<file path="config.mk">
export PLATFORM = sky130hd
export DESIGN_NAME = tcam_match_array
export DESIGN_NICKNAME = d
export VERILOG_FILES = /design/src/rtl/tcam_pkg.sv /design/src/rtl/tcam_entry.sv /design/src/rtl/tcam_prio_enc.sv /design/src/rtl/tcam_match_array.sv
export SDC_FILE = /design/constraint.sdc
export NUM_CORES = 1
export LEC_CHECK = 0
export BUFFER_PORTS_ARGS = -buffer_cell sky130_fd_sc_hd__buf_2
export CORE_AREA = 2 2 225 183
export CTS_BUF_LIST = sky130_fd_sc_hd__clkbuf_8
export DETAILED_ROUTE_END_ITERATION = 10
export DIE_AREA = 0 0 227 185
export GPL_ROUTABILITY_DRIVEN = 0
export PLACE_DENSITY_LB_ADDON = 0.25
export SLEW_MARGIN = 40
export SYNTH_ARGS = -nofsm -noshare
export SYNTH_HDL_FRONTEND = slang
export SYNTH_SLANG_ARGS = --single-unit
</file>
<file path="constraint.sdc">
create_clock -name clk -period 6.7 [get_ports clk]
set_clock_uncertainty 0.05 [all_clocks]
set_input_delay 0.67 -clock clk [delete_from_list [all_inputs] [get_ports clk]]
set_output_delay 0.67 -clock clk [all_outputs]
set_load 0.02 [all_outputs]
</file>
<file path="src/rtl/tcam_pkg.sv">
package tcam_pkg;
  typedef enum logic {
    CMP_TERNARY = 1'b0,
    CMP_BINARY  = 1'b1
  } cmp_mode_e;
endpackage

</file>
<file path="src/rtl/tcam_entry.sv">
module tcam_entry
  import tcam_pkg::*;
#(
  parameter int KEY_W = 8
) (
  input  logic             clk,
  input  logic             rst_n,
  input  logic             wr_sel,
  input  logic [KEY_W-1:0] wr_data,
  input  logic [KEY_W-1:0] wr_care,
  input  logic             wr_valid,
  input  logic             clear_all,
  input  cmp_mode_e        cmp_mode,
  input  logic [KEY_W-1:0] key,
  output logic             match
);
  logic             valid_q, valid_d;
  logic [KEY_W-1:0] data_q, care_q;
  logic             load_en;
  logic [KEY_W-1:0] eff_care;

  // next state
  always_comb begin
    load_en = wr_sel && !clear_all;
    valid_d = valid_q;
    if (clear_all)   valid_d = 1'b0;
    else if (wr_sel) valid_d = wr_valid;
  end

  always_ff @(posedge clk or negedge rst_n) begin
    if (!rst_n) valid_q <= 1'b0;
    else        valid_q <= valid_d;
  end

  always_ff @(posedge clk) begin
    if (load_en) begin
      data_q <= wr_data;
      care_q <= wr_care;
    end
  end

  // compare
  always_comb begin
    eff_care = (cmp_mode == CMP_BINARY) ? {KEY_W{1'b1}} : care_q;
    match    = valid_q && (((data_q ^ key) & eff_care) == '0);
  end

  // clear leaves the entry invalid
  assert_clear_empties_R9: assert property (@(posedge clk) disable iff (!rst_n)
    clear_all |=> !valid_q);
  // an invalidating write removes the entry
  assert_write_invalid_R7: assert property (@(posedge clk) disable iff (!rst_n)
    (wr_sel && !wr_valid) |=> !match);
endmodule

</file>
<file path="src/rtl/tcam_prio_enc.sv">
module tcam_prio_enc #(
  parameter int N  = 16,
  parameter int AW = (N > 1) ? $clog2(N) : 1
) (
  input  logic [N-1:0]  req,
  output logic          any,
  output logic [AW-1:0] idx
);
  always_comb begin
    any = |req;
    idx = '0;
    for (int i = N - 1; i >= 0; i--) begin
      if (req[i]) idx = AW'(i);
    end
  end
endmodule

</file>
<file path="src/rtl/tcam_match_array.sv">
module tcam_match_array
  import tcam_pkg::*;
#(
  parameter int ENTRIES = 16,
  parameter int KEY_W   = 8,
  localparam int ADDR_W = (ENTRIES > 1) ? $clog2(ENTRIES) : 1
) (
  input  logic               clk,
  input  logic               rst_n,
  input  logic               wr_en,
  input  logic [ADDR_W-1:0]  wr_addr,
  input  logic [KEY_W-1:0]   wr_data,
  input  logic [KEY_W-1:0]   wr_care,
  input  logic               wr_valid,
  input  logic               clear_all,
  input  logic               binary_mode,
  input  logic               srch_valid,
  input  logic [KEY_W-1:0]   srch_key,
  output logic               rsp_valid,
  output logic [ENTRIES-1:0] rsp_match_vec,
  output logic               rsp_hit,
  output logic [ADDR_W-1:0]  rsp_addr
);
  cmp_mode_e          cmp_mode;
  logic [ENTRIES-1:0] match_w;
  logic               any_w;
  logic [ADDR_W-1:0]  idx_w;

  logic               vld_q, vld_d;
  logic [ENTRIES-1:0] vec_q, vec_d;
  logic               hit_q, hit_d;
  logic [ADDR_W-1:0]  addr_q, addr_d;

  assign cmp_mode = binary_mode ? CMP_BINARY : CMP_TERNARY;

  for (genvar g = 0; g < ENTRIES; g++) begin : g_entry
    tcam_entry #(.KEY_W(KEY_W)) u_entry (
      .clk       (clk),
      .rst_n     (rst_n),
      .wr_sel    (wr_en && (wr_addr == ADDR_W'(g))),
      .wr_data   (wr_data),
      .wr_care   (wr_care),
      .wr_valid  (wr_valid),
      .clear_all (clear_all),
      .cmp_mode  (cmp_mode),
      .key       (srch_key),
      .match     (match_w[g])
    );
  end

  tcam_prio_enc #(.N(ENTRIES), .AW(ADDR_W)) u_prio (
    .req (match_w),
    .any (any_w),
    .idx (idx_w)
  );

  // next state
  always_comb begin
    vld_d  = srch_valid;
    vec_d  = vec_q;
    hit_d  = hit_q;
    addr_d = addr_q;
    if (srch_valid) begin
      vec_d  = match_w;
      hit_d  = any_w;
      addr_d = idx_w;
    end
  end

  always_ff @(posedge clk or negedge rst_n) begin
    if (!rst_n) begin
      vld_q  <= 1'b0;
      vec_q  <= '0;
      hit_q  <= 1'b0;
      addr_q <= '0;
    end else begin
      vld_q  <= vld_d;
      vec_q  <= vec_d;
      hit_q  <= hit_d;
      addr_q <= addr_d;
    end
  end

  assign rsp_valid     = vld_q;
  assign rsp_match_vec = vec_q;
  assign rsp_hit       = hit_q;
  assign rsp_addr      = addr_q;

  // response follows a request by one cycle
  assert_latency_R1: assert property (@(posedge clk) disable iff (!rst_n)
    srch_valid |=> rsp_valid);
  // no request, no response, held results
  assert_idle_hold_R11: assert property (@(posedge clk) disable iff (!rst_n)
    !srch_valid |=> (!rsp_valid && $stable(rsp_match_vec) && $stable(rsp_addr)));
  // hit flag agrees with the match vector
  assert_hit_any_R4: assert property (@(posedge clk) disable iff (!rst_n)
    rsp_hit == (rsp_match_vec != '0));
  // reported index matched and nothing lower did
  assert_lowest_index_R5: assert property (@(posedge clk) disable iff (!rst_n)
    rsp_hit |-> (rsp_match_vec[rsp_addr] &&
      ((rsp_match_vec & ((ENTRIES'(1) << rsp_addr) - ENTRIES'(1))) == '0)));
  // index is zero on a miss
  assert_miss_addr_R5: assert property (@(posedge clk) disable iff (!rst_n)
    !rsp_hit |-> (rsp_addr == '0));
endmodule

</file>
==> qor.yml <==
final_core_util_pct: 33.8
pwr_cell_area_mw_per_mm2: 268
netlist.top_cell.by_area: "sky130_fd_sc_hd__edfxtp_1"
die_x_um: 227
drv_slew: 0
min_path_type: "in2async"
drt-pass1-iter-count: 5
status: "complete, no violations"
post_cts_buffers: 0
gate_count_after_technology_mapping: 768
placement.io_buffers: 56
die_height_um: 185
worst_setup_path_start_kind: "input port"
worst_vdd_drop_uv: 131
timing.final.setup_violations: 0
final_layout_size_suffix_gt1_share_pct: 17.2
postSynth.topFlopCell: "sky130_fd_sc_hd__edfxtp_1"
grt-ovfl-total: 0
cts-buffers-inserted: 48
setup_total_negative_slack_ns: 0
final_hold_viol_count: 0
period_needed_ns: 3.16
worstMarginPinSlew_ns: 0.950
htree_num_levels: 2
crit_path_max_fanout: 16
synthDominantCellAreaShare_pct: 65.4
ys_top_cells_by_area: "sky130_fd_sc_hd__edfxtp_1 65%, sky130_fd_sc_hd__dfrtp_1 8.1%, sky130_fd_sc_hd__xor2_1 7.5%, sky130_fd_sc_hd__a21oi_1 1.9%, sky130_fd_sc_hd__nor2_1 1.5%"
synth-seq-cells: 294
setup.worst_path.end_class: "flip-flop"
first_global_vias: 6831
pre_cts_slack_ns: 2.97
core_area_mm2: 0.0400
synthesis.area_per_instance_um2: 15.3
timing.final.ws_setup_ns: 3.54
cts.repair.resized: 0
pin_count_of_the_biggest_net_entering_global_routing: 49
layout_commonest_cell: "sky130_fd_sc_hd__edfxtp_1"
die-area_mm2: 0.0420
synth.yosys.warnings: 0
place_inst: 1354
clk-insertion-delay-late_ns: 0.57
cts.sinks: 294
via_per_inst: 4.82
route.final.wire_length_um: 33400
post_cts_hold_buffer_count: 0
max_freq_mhz: 316
fin_worst_hold_slack_ns: 0.0405
layoutNonFillerInstCount: 1438
ctsLongestPathBuffers: 3
diodes: 0
core.rowCount: 66
grtUsageTotal_pct: 16.1
grt_first_pass_wirelength_um: 47700
power.static_leakage_nw: 4.75
rsz_0062_raised_after_global_routing: "false"
layout-area-overhead-vs-synth_pct: 15.1
via_count: 6930
crit_type: "in2reg"
antenna_violation_net_count_after_detailed_routing: 0
synth_fp_nets: 803
mappedNetlistArea_mm2: 0.0118
cp.arrival_ns: 3.61
drv.max_cap_violation_count: 0
nFillCells: 3963
yosysSeqAreaShare_pct: 73.5
cts-root-buf: "sky130_fd_sc_hd__clkbuf_8"
drc_errors: 0
routed_wire_length_per_instance_um: 23.2
place.detailed.hpwl_um: 19800
num-nets-final: 895
number_of_unique_standard_cell_types_used_by_synthesis: 54
synth-edff-count: 256
ys_async_sr_fraction_pct: 12.9
min_period_over_period_pct: 47.2
worst_rel_slew_slack_pct: 36.6
layout.cells.most_common_list: "256 x sky130_fd_sc_hd__edfxtp_1, 101 x sky130_fd_sc_hd__xor2_1, 55 x sky130_fd_sc_hd__buf_2"
path_clk_slew_ns: 0.07
drt-initial-drc-count: 639
worstPathRequired_ns: 7.15
grt_antenna_before_repair: 0
tritoncts: "done"
boundaryPins: 57
floorplan.initialDensity_pct: 29.4
## area by class of cell
class                      count  area (um^2)  area share [%]
clock inverter                33          128           0.944
timing repair buffer          75          425            3.15
multi-input combinational    437         2940            21.7
clock buffer                  51          702            5.19
inverter                       4         15.0           0.111
sequential                   294         8640            63.9
tap                          544          681            5.03
## path summary, 6_finish.rpt
path	slack, ns	depth (start not counted)	startpoint	to
worst max-delay path	3.54	9	srch_key[0]	rsp_addr[0]
worst min-delay path	0.04	1	rst_n	rsp_valid
worst max register to register	3.86	8	g_entry[13].u_entry.data_q[0]	rsp_addr[0]
worst min register to register	0.44	1	rsp_match_vec[0]	rsp_match_vec[0]
max in group asynchronous	6.14	1	rst_n	g_entry[1].u_entry.valid_q
min in group clk	0.42	1	srch_valid	rsp_valid
## per-layer routing
| layer | track usage, % | up-vias | wire length [um] |
|---|---|---|---|
| li1 | - | 3135 | - |
| met1 | 24.1 | 3474 | 15600 |
| met2 | 23.6 | 272 | 14500 |
| met3 | 3.20 | 49 | 2660 |
| met4 | 4.26 | 0 | 633 |
| met5 | 0 | - | 0 |
## cell usage after synthesis (all sizes together) (11+ instances only)
library cell / count
a21oi: 44
a22o: 12
a22oi: 11
buf: 19
clkbuf: 14
dfrtp: 38
edfxtp: 256
mux2: 15
nand2: 41
nor2: 49
o21ai: 29
o22ai: 23
or4: 12
xor2: 101
## power by group
part	internal [mW]	switching [mW]	total, mW
logic	0.0501	0.151	0.202
clock network	0.696	0.702	1.40
registers	2.01	0.00771	2.02
total	2.76	0.861	3.62
## worst max-delay path, cell delays in order
cell	delay, ns
sky130_fd_sc_hd__buf_2	0.56
sky130_fd_sc_hd__xor2_1	0.18
sky130_fd_sc_hd__or4_1	0.58
sky130_fd_sc_hd__a2111oi_0	0.58
sky130_fd_sc_hd__and4_1	0.40
sky130_fd_sc_hd__a21oi_1	0.10
sky130_fd_sc_hd__o21ai_0	0.24
sky130_fd_sc_hd__a211oi_1	0.12
sky130_fd_sc_hd__o21ai_1	0.16
## sequential cells by signal, summed over array words and instances (netlist names)
register / cells
rsp_valid: 1
g_entry.u_entry.care_q: 128
g_entry.u_entry.data_q: 128
g_entry.u_entry.valid_q: 16
rsp_match_vec: 16
rsp_addr: 4
rsp_hit: 1
## stage by stage
stage                     total power [mW]  instance area [um^2]
after global placement                2.26                 12700
after global routing                  3.75                 13500
final                                 3.62                 13500
after detailed placement              2.26                 12700
after CTS                             3.66                 13500
after floorplan                       2.16                 11800
## cell families after synthesis
logic type             count (synthesis)  share of synthesized area [%]
XOR/XNOR                             104                           7.75
flip-flops                           294                           73.5
buffers and inverters                 37                           1.51
AND/OR/NAND/NOR                      155                           6.55
AO/OA/AOI/OAI                        159                           8.91
multiplexers                          19                           1.78
Power figures use the tool's default switching activity.
